## config.mk

```make
export PLATFORM = sky130hd
export DESIGN_NAME = aon_tick_timer
export DESIGN_NICKNAME = d
export VERILOG_FILES = /design/src/rtl/aon_tmr_pkg.sv /design/src/rtl/aon_cnt.sv /design/src/rtl/aon_alarm.sv /design/src/rtl/aon_capture.sv /design/src/rtl/aon_irq_grp.sv /design/src/rtl/aon_tick_timer.sv
export SDC_FILE = /design/constraint.sdc
export NUM_CORES = 1
export LEC_CHECK = 0
export BUFFER_PORTS_ARGS = -buffer_cell sky130_fd_sc_hd__buf_2
export CAP_MARGIN = 10
export CORE_MARGIN = 4
export CORE_UTILIZATION = 62
export CTS_BUF_LIST = sky130_fd_sc_hd__clkbuf_4 sky130_fd_sc_hd__clkbuf_8
export CTS_CLUSTER_SIZE = 30
export DETAILED_ROUTE_END_ITERATION = 10
export GPL_ROUTABILITY_DRIVEN = 0
export PLACE_DENSITY = 0.81
export SKIP_CTS_REPAIR_TIMING = 1
export SLEW_MARGIN = 20
export SYNTH_ARGS = -nofsm -noshare
export SYNTH_HDL_FRONTEND = slang
export SYNTH_SLANG_ARGS = --single-unit
```

## constraint.sdc

```tcl
create_clock -name clk -period 3.5 [get_ports clk]
set_input_delay 0.7 -clock clk [delete_from_list [all_inputs] [get_ports clk]]
set_output_delay 0.7 -clock clk [all_outputs]
set_load 0.01 [all_outputs]
```

## src/rtl/aon_tmr_pkg.sv

```systemverilog
package aon_tmr_pkg;
   // interrupt source bit positions, shared by raw/status/enable/clear
   localparam int WAKE_BIT = 31;
   localparam int OVF_BIT  = 30;
   // alarm high word arm bit
   localparam int ARM_BIT  = 31;
   // capture control
   localparam int CAP_REQ_BIT = 27;
   localparam int SEL_LSB     = 28;
   localparam int NUM_EVT     = 4;
   // register offsets inside one interrupt group
   localparam int GRP_RAW  = 0;
   localparam int GRP_STAT = 1;
   localparam int GRP_EN   = 2;
   localparam int GRP_CLR  = 3;
   localparam int GRP_SPAN = 4;
   localparam int NUM_GRP  = 2;
endpackage

```

## src/rtl/aon_cnt.sv

```systemverilog
module aon_cnt #(
   parameter int              CNT_W   = 48,
   parameter logic [CNT_W-1:0] RST_VAL = '0
) (
   input  logic             clk,
   input  logic             rst_n,
   input  logic             tick_en,
   output logic [CNT_W-1:0] cnt_q,
   output logic             wrap_o
);
   always_ff @(posedge clk or negedge rst_n) begin
      if (!rst_n)       cnt_q <= RST_VAL;
      else if (tick_en) cnt_q <= cnt_q + CNT_W'(1);
   end

   // the step taken on this edge lands on zero
   assign wrap_o = tick_en & (&cnt_q);
endmodule

```

## src/rtl/aon_alarm.sv

```systemverilog
module aon_alarm #(
   parameter int CNT_W = 48,
   localparam int HI_W = CNT_W - 32
) (
   input  logic             clk,
   input  logic             rst_n,
   input  logic             wr_lo,
   input  logic             wr_hi,
   input  logic [31:0]      wdata_lo,
   input  logic [HI_W-1:0]  wdata_hi,
   input  logic             wdata_arm,
   input  logic [CNT_W-1:0] cnt,
   output logic [CNT_W-1:0] thr_o,
   output logic             arm_o,
   output logic             fire_o
);
   assign fire_o = arm_o && (cnt >= thr_o);

   always_ff @(posedge clk or negedge rst_n) begin
      if (!rst_n) begin
         thr_o <= '0;
         arm_o <= 1'b0;
      end else begin
         if (wr_lo) thr_o[31:0] <= wdata_lo;
         if (wr_hi) begin
            thr_o[CNT_W-1:32] <= wdata_hi;
            arm_o             <= wdata_arm;
         end else if (fire_o) begin
            arm_o <= 1'b0;
         end
      end
   end
endmodule

```

## src/rtl/aon_capture.sv

```systemverilog
module aon_capture #(
   parameter int CNT_W   = 48,
   parameter int NUM_BUF = 2,
   localparam int PTR_W  = (NUM_BUF > 1) ? $clog2(NUM_BUF) : 1
) (
   input  logic                            clk,
   input  logic                            rst_n,
   input  logic                            trig,
   input  logic [CNT_W-1:0]                cnt,
   output logic [NUM_BUF-1:0][CNT_W-1:0]   buf_o,
   output logic [PTR_W-1:0]                ptr_o
);
   always_ff @(posedge clk or negedge rst_n) begin
      if (!rst_n) begin
         buf_o <= '0;
         ptr_o <= '0;
      end else if (trig) begin
         buf_o[ptr_o] <= cnt;
         ptr_o        <= (ptr_o == PTR_W'(NUM_BUF - 1)) ? '0 : ptr_o + PTR_W'(1);
      end
   end
endmodule

```

## src/rtl/aon_irq_grp.sv

```systemverilog
module aon_irq_grp (
   input  logic       clk,
   input  logic       rst_n,
   input  logic [1:0] set,      // [1] wakeup, [0] overflow
   input  logic       en_wr,
   input  logic       clr_wr,
   input  logic [1:0] wbits,    // write data bits 31:30
   output logic [1:0] raw_o,
   output logic [1:0] en_o,
   output logic [1:0] stat_o,
   output logic       irq_o
);
   logic [1:0] clr_mask;
   assign clr_mask = clr_wr ? wbits : 2'b00;

   always_ff @(posedge clk or negedge rst_n) begin
      if (!rst_n) begin
         raw_o <= '0;
         en_o  <= '0;
      end else begin
         raw_o <= (raw_o & ~clr_mask) | set;   // hardware set wins
         if (en_wr) en_o <= wbits;
      end
   end

   assign stat_o = raw_o & en_o;
   assign irq_o  = |stat_o;
endmodule

```

## src/rtl/aon_tick_timer.sv

```systemverilog
module aon_tick_timer
   import aon_tmr_pkg::*;
#(
   parameter int               CNT_W     = 48,
   parameter logic [CNT_W-1:0] RST_VAL   = '0,
   parameter int               NUM_ALARM = 2,
   parameter int               NUM_BUF   = 2,
   parameter int               ADDR_W    = 5
) (
   input  logic              clk,
   input  logic              rst_n,
   input  logic              tick_en,
   input  logic              ev_dma_busy,
   input  logic              ev_xtal_up,
   input  logic              ev_cpu_stall,
   input  logic              ev_core_rst_done,
   input  logic              bus_wr,
   input  logic [ADDR_W-1:0] bus_addr,
   input  logic [31:0]       bus_wdata,
   output logic [31:0]       bus_rdata,
   output logic              irq_main,
   output logic              irq_lp
);
   localparam int HI_W     = CNT_W - 32;
   localparam int A_CAP    = 2 * NUM_ALARM;
   localparam int BUF_BASE = A_CAP + 1;
   localparam int GRP_BASE = BUF_BASE + 2 * NUM_BUF;
   localparam int A_LAST   = GRP_BASE + NUM_GRP * GRP_SPAN - 1;
   localparam int PTR_W    = (NUM_BUF > 1) ? $clog2(NUM_BUF) : 1;

   generate
      if (CNT_W < 33 || CNT_W > 48) begin : g_bad_cnt_w
         $error("CNT_W must lie in 33..48");
      end
      if (NUM_ALARM < 1 || NUM_BUF < 1) begin : g_bad_count
         $error("NUM_ALARM and NUM_BUF must be at least 1");
      end
      if (A_LAST >= (1 << ADDR_W)) begin : g_bad_addr_w
         $error("ADDR_W too small for the register map");
      end
   endgenerate

   // counter
   logic [CNT_W-1:0] cnt;
   logic             wrap;
   aon_cnt #(.CNT_W(CNT_W), .RST_VAL(RST_VAL)) u_cnt (
      .clk(clk), .rst_n(rst_n), .tick_en(tick_en), .cnt_q(cnt), .wrap_o(wrap)
   );

   // alarm channels
   logic [NUM_ALARM-1:0]            arm, fire;
   logic [NUM_ALARM-1:0][CNT_W-1:0] thr;
   for (genvar i = 0; i < NUM_ALARM; i++) begin : g_alm
      aon_alarm #(.CNT_W(CNT_W)) u_alm (
         .clk(clk), .rst_n(rst_n),
         .wr_lo(bus_wr && bus_addr == ADDR_W'(2 * i)),
         .wr_hi(bus_wr && bus_addr == ADDR_W'(2 * i + 1)),
         .wdata_lo(bus_wdata), .wdata_hi(bus_wdata[HI_W-1:0]),
         .wdata_arm(bus_wdata[ARM_BIT]),
         .cnt(cnt), .thr_o(thr[i]), .arm_o(arm[i]), .fire_o(fire[i])
      );
   end

   // capture control and buffers
   logic [NUM_EVT-1:0]              sel_q, evt;
   logic                            cap_wr, cap_fire;
   logic [NUM_BUF-1:0][CNT_W-1:0]   bufv;
   logic [PTR_W-1:0]                cap_ptr;

   assign evt      = {ev_core_rst_done, ev_cpu_stall, ev_xtal_up, ev_dma_busy};
   assign cap_wr   = bus_wr && bus_addr == ADDR_W'(A_CAP);
   assign cap_fire = (cap_wr && bus_wdata[CAP_REQ_BIT]) || |(sel_q & evt);

   always_ff @(posedge clk or negedge rst_n) begin
      if (!rst_n)      sel_q <= '0;
      else if (cap_wr) sel_q <= bus_wdata[SEL_LSB +: NUM_EVT];
   end

   aon_capture #(.CNT_W(CNT_W), .NUM_BUF(NUM_BUF)) u_cap (
      .clk(clk), .rst_n(rst_n), .trig(cap_fire), .cnt(cnt),
      .buf_o(bufv), .ptr_o(cap_ptr)
   );

   // interrupt groups: 0 = main processor, 1 = coprocessor
   logic [NUM_GRP-1:0][1:0] raw_g, en_g, stat_g;
   logic [NUM_GRP-1:0]      irq_g;
   for (genvar g = 0; g < NUM_GRP; g++) begin : g_grp
      aon_irq_grp u_grp (
         .clk(clk), .rst_n(rst_n),
         .set({|fire, wrap}),
         .en_wr(bus_wr && bus_addr == ADDR_W'(GRP_BASE + g * GRP_SPAN + GRP_EN)),
         .clr_wr(bus_wr && bus_addr == ADDR_W'(GRP_BASE + g * GRP_SPAN + GRP_CLR)),
         .wbits({bus_wdata[WAKE_BIT], bus_wdata[OVF_BIT]}),
         .raw_o(raw_g[g]), .en_o(en_g[g]), .stat_o(stat_g[g]), .irq_o(irq_g[g])
      );
   end
   assign irq_main = irq_g[0];
   assign irq_lp   = irq_g[1];

   // read mux
   always_comb begin
      bus_rdata = '0;
      for (int i = 0; i < NUM_ALARM; i++) begin
         if (bus_addr == ADDR_W'(2 * i)) bus_rdata = thr[i][31:0];
         if (bus_addr == ADDR_W'(2 * i + 1)) begin
            bus_rdata[HI_W-1:0] = thr[i][CNT_W-1:32];
            bus_rdata[ARM_BIT]  = arm[i];
         end
      end
      if (bus_addr == ADDR_W'(A_CAP)) bus_rdata[SEL_LSB +: NUM_EVT] = sel_q;
      for (int j = 0; j < NUM_BUF; j++) begin
         if (bus_addr == ADDR_W'(BUF_BASE + 2 * j)) bus_rdata = bufv[j][31:0];
         if (bus_addr == ADDR_W'(BUF_BASE + 2 * j + 1))
            bus_rdata[HI_W-1:0] = bufv[j][CNT_W-1:32];
      end
      for (int g = 0; g < NUM_GRP; g++) begin
         if (bus_addr == ADDR_W'(GRP_BASE + g * GRP_SPAN + GRP_RAW))
            {bus_rdata[WAKE_BIT], bus_rdata[OVF_BIT]} = raw_g[g];
         if (bus_addr == ADDR_W'(GRP_BASE + g * GRP_SPAN + GRP_STAT))
            {bus_rdata[WAKE_BIT], bus_rdata[OVF_BIT]} = stat_g[g];
         if (bus_addr == ADDR_W'(GRP_BASE + g * GRP_SPAN + GRP_EN))
            {bus_rdata[WAKE_BIT], bus_rdata[OVF_BIT]} = en_g[g];
      end
   end
endmodule

```

==> results.toml <==
[outcome]
outcome = "finished, final reports clean"

[detailed_routing]
wl_per_cell_um = 21.09
mean_number_of_vias_per_cell = 6.232
detail_route.drc_violations = 0
dr.first_iter.drc_count = 812
detailroute.via_count = 10200
drtAntennaViolNets = 0
drtPass1Iterations = 5
detail_route.wirelength_um = 34510

[critical_path]
worst_setup_path_end_kind = "output pin"
crit_path_frequent_cell = "sky130_fd_sc_hd__buf_2"
critical_path_cell_by_cell = "buf_2 > or3_1 > nor2_8 > a222oi_1 > nand2_1 > a2111oi_0 > a31oi_1 > buf_2"
rr_startpoint = "u_cnt.cnt_q[3]"
cp.required_ns = 2.80
worst_path_max_delay_cell = "sky130_fd_sc_hd__a2111oi_0"
crit_path_start_kind = "input pin"
crit_path_start = "bus_addr[1]"
cp.arrival_ns = 2.62
path_buf_inv = 2
stage_delay_of_the_slowest_cell_on_the_critical_path_ns = 0.56
cp_max_fo = 11
critPathKind = "input pin to output pin"
timing.critical_path.max_delay_family = "compound AO/OA/AOI/OAI gates"

[yosys]
post_synth_instance_area_um2 = 13700
netlist.area_leader.share_pct = 46.56
top_cell_type_by_total_area_after_synthesis = "sky130_fd_sc_hd__dfrtp_1"
async_flop_share_pct = 100.0
synth.yosys.seq_area_share_pct = 46.56
synth_top_flop_cell = "sky130_fd_sc_hd__dfrtp_1"
synth.distinct_cells = 61
synth_edf_count = 0
nets_in_the_synthesized_netlist = 1362
synth_area_per_cell_um2 = 11.23
gate_count_after_technology_mapping = 1220
cell_types_occupying_the_most_area_after_synthesis = "sky130_fd_sc_hd__dfrtp_1 47%, sky130_fd_sc_hd__mux2_2 13%, sky130_fd_sc_hd__ha_1 8.9%, sky130_fd_sc_hd__a22oi_1 4.9%, sky130_fd_sc_hd__inv_1 3.0%"
synthesis_warning_total = 0
synth.ff_latch_count = 255

[floorplan]
floorplan.die_area_um2 = 24550
start_util_pct = 62.99
dieHeight_um = 156.7
io-pin-count = 79
die_x_um = 156.7
rows = 54
area_of_the_core_region_um2 = 21760

[layout]
post_route_utilization_pct = 70.95
layout_cell_share_with_drive_strength_beyond_1_pct = 27.73
fillCellCount = 1562
finish.instance_area_um2 = 15440
commonest_cells_after_routing_fill_and_taps_aside = "255 x sky130_fd_sc_hd__dfrtp_1, 164 x sky130_fd_sc_hd__mux2_2, 109 x sky130_fd_sc_hd__inv_1, 97 x sky130_fd_sc_hd__ha_1, 90 x sky130_fd_sc_hd__a22oi_1"
diodes = 0
area_growth_syn_to_layout_pct = 12.64
final_nets = 1469
most_common_cell_after_layout_fill_and_taps_aside = "sky130_fd_sc_hd__dfrtp_1"

[sta]
rsz0062_at_grt = "no"
finalHoldViolations = 0
worst_slack_ns = 0.1818
setup_skew_after_layout_ns = 0.01828
drv_slew = 0
final_setup_violation_count = 0
fmaxAchievable_mhz = 301.4
finalSetupTns_ns = 0
tightestPinTransition_ns = 0.6811
timing.max_slew.rel_slack_pct = 54.17
fin_crit_ns = 3.318
post-route-period-util_pct = 94.80

[global_route]
global_route_wire_length_before_repair_um = 56020
grt_pass1_vias = 10630
groute.usage.overall_pct = 28.80
antenna_found_initial = 1
grt_max_degree = 85
grt.overflow.total = 0

[pwr]
powerDensity_nw_per_um2 = 537.5
power.static_leakage_uw = 0.007670
worst_ir_drop_vdd_mv = 0.3749

[place]
place.port_buffers = 78
postPlaceCellArea_um2 = 14490
placement.setup.worst_slack_ns = 0.2685
final_hpwl_dp_um = 24410

[clock_network]
clk_pin_slew_ns = 0.06
h-tree-depth = 2
clock-sinks = 255
ctsLongestPathBuffers = 3
root_buffer = "sky130_fd_sc_hd__clkbuf_8"
clock_tree_from_tritoncts = "yes"
skew_pair_late_insertion_delay_ns = 0.55
numCtsBuffers = 43

[job]
drv.max_cap_violation_count = 0

[worst_hold_path]
hp_class = "input pin to asynchronous set/reset pin"
area by class of cell:
cell class	count	area (µm²)	share of cell area, %
Multi-Input combinational cell	812	6661	43.15
Inverter	109	409.1	2.651
Sequential cell	255	6381	41.34
Clock inverter	6	87.58	0.5674
Clock buffer	68	860.8	5.577
Tap cell	280	350.3	2.270
Timing Repair Buffer	106	685.7	4.442
cell families (layout without fill, tap and decap cells):
kind of cell,after synthesis,after routing,share of synthesized area (%)
AO/OA/AOI/OAI,228,228,11.11
XOR/XNOR,48,48,3.068
adder cells (fa/ha/maj),97,97,8.856
buffers and inverters,153,289,5.021
flip-flops,255,255,46.56
multiplexers,194,194,16.18
AND/OR/NAND/NOR,245,245,9.203
report_power, final:
| group | switching, µW | internal [µW] |
|---|---|---|
| Clock | 1200 | 1700 |
| Combinational | 901 | 784 |
| Sequential | 386 | 3330 |
| Total | 2480 | 5810 |
path summary, 6_finish.rpt:
| check | depth (start not counted) | slack, ns | end |
|---|---|---|---|
| min in group clk | 2 | 0.40 | g_grp[1].u_grp.en_o[0] |
| max reg2reg | 8 | 0.73 | g_grp[1].u_grp.raw_o[1] |
| max in group asynchronous | 2 | 2.50 | u_cap.buf_o[54] |
| max | 8 | 0.18 | bus_rdata[31] |
| min reg2reg | 1 | 0.49 | u_cap.buf_o[27] |
| min | 1 | 0.14 | u_cap.buf_o[18] |
Yosys cell counts, types with 2 or more instances:
cell / count
sky130_fd_sc_hd__a211o_1: 5
sky130_fd_sc_hd__a211oi_1: 7
sky130_fd_sc_hd__a21o_1: 7
sky130_fd_sc_hd__a21oi_1: 49
sky130_fd_sc_hd__a221oi_1: 3
sky130_fd_sc_hd__a222oi_1: 5
sky130_fd_sc_hd__a22o_1: 2
sky130_fd_sc_hd__a22oi_1: 90
sky130_fd_sc_hd__a31oi_1: 4
sky130_fd_sc_hd__and2_1: 9
sky130_fd_sc_hd__and3_1: 10
sky130_fd_sc_hd__and4_1: 4
sky130_fd_sc_hd__buf_1: 3
sky130_fd_sc_hd__buf_12: 2
sky130_fd_sc_hd__buf_2: 13
sky130_fd_sc_hd__buf_4: 5
sky130_fd_sc_hd__buf_6: 6
sky130_fd_sc_hd__clkbuf_1: 14
sky130_fd_sc_hd__dfrtp_1: 255
sky130_fd_sc_hd__ha_1: 97
sky130_fd_sc_hd__inv_1: 109
sky130_fd_sc_hd__mux2_1: 20
sky130_fd_sc_hd__mux2_2: 164
sky130_fd_sc_hd__mux2_4: 9
sky130_fd_sc_hd__nand2_1: 86
sky130_fd_sc_hd__nand2b_1: 5
sky130_fd_sc_hd__nand3_1: 20
sky130_fd_sc_hd__nand4_1: 34
sky130_fd_sc_hd__nor2_1: 36
sky130_fd_sc_hd__nor3_1: 16
sky130_fd_sc_hd__nor3_2: 2
sky130_fd_sc_hd__nor4_1: 4
sky130_fd_sc_hd__o21ai_0: 42
sky130_fd_sc_hd__o21bai_1: 2
sky130_fd_sc_hd__o221ai_1: 3
sky130_fd_sc_hd__o22ai_1: 4
sky130_fd_sc_hd__or2_2: 2
sky130_fd_sc_hd__or3_1: 3
sky130_fd_sc_hd__xnor2_1: 32
sky130_fd_sc_hd__xor2_1: 16
state kept, by name, indices dropped and copies added, names as in the netlist:
register           cells
u_cap.ptr_o            1
u_cnt.cnt_q           48
g_alm.u_alm.arm_o      2
g_grp.u_grp.raw_o      4
g_alm.u_alm.thr_o     96
u_cap.buf_o           96
sel_q                  4
g_grp.u_grp.en_o       4
layer usage:
| metal | wire length [µm] | global-route usage [%] | vias up |
|---|---|---|---|
| met5 | 13 | 0 | - |
| met4 | 1252 | 11.36 | 2 |
| li1 | - | - | 4610 |
| met3 | 2257 | 4.950 | 94 |
| met1 | 14230 | 37.79 | 5100 |
| met2 | 16750 | 47.98 | 390 |
per-stage QoR:
step / std cells / total power [µW] / hold slack (ns)
5_1_grt: 1636 / 8699 / 0.1757
6_report: 1636 / 8297 / 0.1404
3_5_place_dp: 1562 / 5429 / 0.4753
4_1_cts: 1636 / 8326 / 0.1612
2_1_floorplan: 1220 / 4882 / 0.4044
3_3_place_gp: 1562 / 5340 / 0.4631
No activity file was read; power rests on OpenSTA's default activity.
